### config.mk
export PLATFORM = sky130hd
export DESIGN_NAME = opnd_bypass
export DESIGN_NICKNAME = d
export VERILOG_FILES = /design/src/rtl/opnd_bypass_pkg.sv /design/src/rtl/bypass_match.sv /design/src/rtl/bypass_pick.sv /design/src/rtl/opnd_bypass.sv
export SDC_FILE = /design/constraint.sdc
export NUM_CORES = 1
export LEC_CHECK = 0
export BUFFER_PORTS_ARGS = -buffer_cell sky130_fd_sc_hd__buf_2
export CAP_MARGIN = 0
export CORE_MARGIN = 10
export CORE_UTILIZATION = 39
export DETAILED_ROUTE_END_ITERATION = 10
export PLACE_DENSITY = 0.95
export SLEW_MARGIN = 20
export SYNTH_ARGS = -nofsm -noshare
export SYNTH_HDL_FRONTEND = slang
export SYNTH_SLANG_ARGS = --single-unit
### constraint.sdc
create_clock -name vclk -period 3.5
set_input_delay 0.7 -clock vclk [all_inputs]
set_output_delay 0.7 -clock vclk [all_outputs]
set_load 0.02 [all_outputs]
### src/rtl/opnd_bypass_pkg.sv
package opnd_bypass_pkg;

  typedef enum logic [1:0] {
    SRC_REGFILE  = 2'd0,
    SRC_MEMSTAGE = 2'd1,
    SRC_WBSTAGE  = 2'd2
  } src_sel_e;

endpackage

### src/rtl/bypass_match.sv
module bypass_match #(
  parameter int AW = 5
) (
  input  logic          wen,
  input  logic [AW-1:0] rd,
  input  logic [AW-1:0] src,
  output logic          hit
);

  // A stage can supply a value only if it really writes a non-zero register
  function automatic logic dest_claims(input logic w, input logic [AW-1:0] d,
                                       input logic [AW-1:0] s);
    return w && (d != '0) && (d == s);
  endfunction

  assign hit = dest_claims(wen, rd, src);

endmodule

### src/rtl/bypass_pick.sv
module bypass_pick
  import opnd_bypass_pkg::*;
#(
  parameter int XLEN = 32
) (
  input  logic            mem_hit,
  input  logic            mem_is_load,
  input  logic            wb_hit,
  input  logic [XLEN-1:0] rf_val,
  input  logic [XLEN-1:0] mem_val,
  input  logic [XLEN-1:0] wb_val,
  output logic [XLEN-1:0] opnd,
  output src_sel_e        sel
);

  // Younger stage has priority; a load in memory shadows the older copy
  function automatic src_sel_e choose(input logic mh, input logic ml, input logic wh);
    if (mh) return ml ? SRC_REGFILE : SRC_MEMSTAGE;
    if (wh) return SRC_WBSTAGE;
    return SRC_REGFILE;
  endfunction

  always_comb begin
    sel = choose(mem_hit, mem_is_load, wb_hit);
    unique case (sel)
      SRC_MEMSTAGE: opnd = mem_val;
      SRC_WBSTAGE:  opnd = wb_val;
      default:      opnd = rf_val;
    endcase
  end

endmodule

### src/rtl/opnd_bypass.sv
module opnd_bypass
  import opnd_bypass_pkg::*;
#(
  parameter int XLEN = 32,
  parameter int REGS = 32,
  parameter int NOPS = 2,
  localparam int AW  = $clog2(REGS)
) (
  input  logic [NOPS-1:0][AW-1:0]   ex_src,
  input  logic [NOPS-1:0][XLEN-1:0] rf_data,
  input  logic                      mem_wen,
  input  logic                      mem_is_load,
  input  logic [AW-1:0]             mem_rd,
  input  logic [XLEN-1:0]           mem_result,
  input  logic                      wb_wen,
  input  logic [AW-1:0]             wb_rd,
  input  logic [XLEN-1:0]           wb_data,
  output logic [NOPS-1:0][XLEN-1:0] opnd,
  output logic [NOPS-1:0][1:0]      sel
);

  // Named per-operand match events, observed by the checker
  logic [NOPS-1:0] mem_hit;
  logic [NOPS-1:0] wb_hit;

  for (genvar i = 0; i < NOPS; i++) begin : g_op
    src_sel_e pick_sel;

    bypass_match #(.AW(AW)) u_mem_match (
      .wen (mem_wen),
      .rd  (mem_rd),
      .src (ex_src[i]),
      .hit (mem_hit[i])
    );

    bypass_match #(.AW(AW)) u_wb_match (
      .wen (wb_wen),
      .rd  (wb_rd),
      .src (ex_src[i]),
      .hit (wb_hit[i])
    );

    bypass_pick #(.XLEN(XLEN)) u_pick (
      .mem_hit     (mem_hit[i]),
      .mem_is_load (mem_is_load),
      .wb_hit      (wb_hit[i]),
      .rf_val      (rf_data[i]),
      .mem_val     (mem_result),
      .wb_val      (wb_data),
      .opnd        (opnd[i]),
      .sel         (pick_sel)
    );

    assign sel[i] = pick_sel;
  end

endmodule

## Word-level counts from Yosys, hierarchy flattened

Index checks and enable logic that the tools add are counted.

| word-level totals | value |
|---|---|
| word-level logic and storage cells | 33 |
| output and inout port bits | 68 |
| register bits after elaboration | 0 |
| input bits | 151 |

| operators by class | value |
|---|---|
| equality and inequality tests | 8 |
| muxes and demuxes | 17 |
| reductions and logical operators | 8 |

Operators with widths:

| operator | count |
|---|---|
| $pmux 32 s2 | 2 |
| $eq 5x5->1 | 4 |
| $mux 2 | 8 |
| $reduce_bool 5->1 | 2 |
| $mux 1 | 7 |
| $logic_and 1x1->1 | 6 |
| $eq 2x1->1 const B | 2 |
| $eq 2x2->1 const B | 2 |

## Logic depth before layout (Yosys ltp)

| logic depth | value |
|---|---|
| depth after elaboration | 9 |
| gate-level depth with buffers | 7 |
| gate-level depth less buffers | 6 |

## Modules after synthesis

Synthesis repeated with hierarchy kept, for this count alone.

| unflattened totals | value |
|---|---|
| cells, all modules | 260 |
| area, all modules | 2562.5 um^2 |

By module, submodules not included:

| module | area each (um^2) | instances | cells an instance | seq. area each (um^2) |
|---|---|---|---|---|
| bypass_pick | 1128.6 | 2 | 110 | 0.0 |
| bypass_match | 76.3 | 4 | 10 | 0.0 |

## Least setup slack after synthesis

OpenSTA, ideal clock, no wires.

| timing | value |
|---|---|
| path kind | input -> output |
| from | input ex_src[1] (netlist name) |
| to | output opnd[1] (netlist name) |
| arrival | 2.492 ns |
| setup slack | 0.308 ns |
| buffers on the path | 1 |
| cell stages on the path | 7 |
| cells stage by stage | xor2_1 -> nor4_1 -> nand3_1 -> inv_1 -> a21oi_1 -> buf_4 -> a221oi_1 |

RTL lines:

| what | line | RTL |
|---|---|---|
| from (decl) | opnd_bypass.sv:9 | `input logic [NOPS-1:0][AW-1:0] ex_src,` |
| to (decl) | opnd_bypass.sv:18 | `output logic [NOPS-1:0][XLEN-1:0] opnd,` |

==> metrics.txt <==
sequential share of the synthesized area 0; critical path's most frequent cell buf_2; Post-Syn Area 1990 sq um; crit-path max FO 16; Worst Setup Start Kind primary input; Fmax 299 MHz; Die Footprint 8360 sq um; final setup fails 0; routed len/inst 18.5 um; P&R area growth vs syn 58.0%; HP Class in -> out; CP arrival 2.64 ns; Setup CP Type in -> out; First-pass DRT Iterations 4; ranking of synthesized cells by area a221oi_2, inv_1, nor2_1; largest net degree at the start of global routing 33; Finished Core Util 0.649; Vias 2,963; hold buffer count at cts 0; fin crit period 3.34 ns; max cap viols 0; DIE WIDTH 91.4 um; Top Usage Layer GRT met2; most common cell in the netlist inv_1; Yosys warnings 0; effective utilization at floorplan 0.411; Placement Rows 25; syn_nets 439; critical path's slowest cell or4_1; list of most frequent post-synthesis cells inv_1, nor2_1, a221oi_2; Antenna diodes 0; DRT iter0 DRCs 140; placer congestion estimate 0.927; post-synthesis cell type count 18; pins over their slew limit 0; worst-case vdd ir drop 0.0000876 V; Routed WL 10,500 um; crit-path cells buf_2 -> or4_1 -> o21ai_2 -> nor4_1 -> and2_2 -> buf_4 -> a221oi_2 -> buf_2; Hold Vio Cnt, Final 0; share of the synthesized area in the top cell type 0.437; Leak Pwr 0.00191 uW; crit path capture type output pin; input/output buffers 219; Seq. cell area 0 sq um; mean number of vias per cell 5.24; vias in the first global route 3,312; Post-CTS Setup Inserts 0; status finished, final reports clean; Rel. slew slack 0.578; Synth Instances 288; GR Util met2 0.431; Least-Margin Pin Slew 0.627 ns; M3 GR Usage 0.0502; fillers 411; dpl hpwl 8880 um; Setup TNS 0 ns; worst hold slack 1.75 ns; Post-DRT Antenna Nets 0; Synth area leader a221oi_2; Worst EP required 2.80 ns; IO Pins 219; gr usage total 0.227; Power Density 123 nW/um^2; GRT overflow 0; CP peak stage delay 0.53 ns; CLK BUF 0; DRC Markers 0; GRT met1 Usage 0.230; # resized after CTS 0; Core Box Area 4850 sq um; first-pass GRT wire length 16,400 um; nets 651; Die Y-Extent 91.4 um; share of cells above drive strength 1 0.588; num sequential 0; final period utilization 0.954; Mapped Avg Cell Area 6.91 sq um; RSZ-0062 raised after global routing false; initial antenna violation count 0
[final timing paths]
kind	from	endpoint	slack (ns)	depth (start not counted)
max	wb_rd[0]	opnd[42]	0.16	8
min	rf_data[1]	opnd[1]	1.75	4
[layout by cell type, fill, tap and decap left out, drive strengths merged]
cell      n
buf     230
inv      99
nor2     66
a221oi   64
xor2     12
xnor2     8
nor4      4
nand3     4
a21oi     3
nand4     2
and2      2
nand2b    1
a21boi    1
or4       1
o21ai     1
[kinds of logic after synthesis]
| logic type | synth area share |
|---|---|
| AND/OR/NAND/NOR | 0.167 |
| XOR/XNOR | 0.0880 |
| buffers and inverters | 0.266 |
| AO/OA/AOI/OAI | 0.480 |
[layout make-up]
type                            count  area [sq um]  area share
Tap cell                           67          83.8      0.0267
Timing Repair Buffer              230          1200       0.383
Multi-Input combinational cell    169          1490       0.473
Inverter                           99           372       0.118
[critical path: cells and delay by family]
kind / cells / cell delay [ns]
buffers and inverters: 3 / 0.58
AO/OA/AOI/OAI: 2 / 0.48
AND/OR/NAND/NOR: 3 / 0.87
[routing by layer]
layer | share of wire | routed length [um]
met5 | 0 | 0
met4 | 0.043 | 448
met3 | 0.092 | 964
met2 | 0.51 | 5320
met1 | 0.36 | 3730
[stage by stage]
step                      cell area [sq um]  std cells  power (uW)  setup slack (ns)
after floorplan                        1990        288         212             0.308
after global placement                 3150        565         370             0.218
after detailed placement               3150        565         385             0.187
after CTS                              3150        565         385             0.187
after global routing                   3150        565         416            0.0674
final                                  3150        565         387             0.160
[where the power goes]
part / leakage [uW] / switching (uW) / internal, uW
clock: 0 / 0 / 0
sequential: 0 / 0 / 0
combinational: 0.00191 / 217 / 170
total: 0.00191 / 217 / 170
Power figures use the tool's default switching activity.
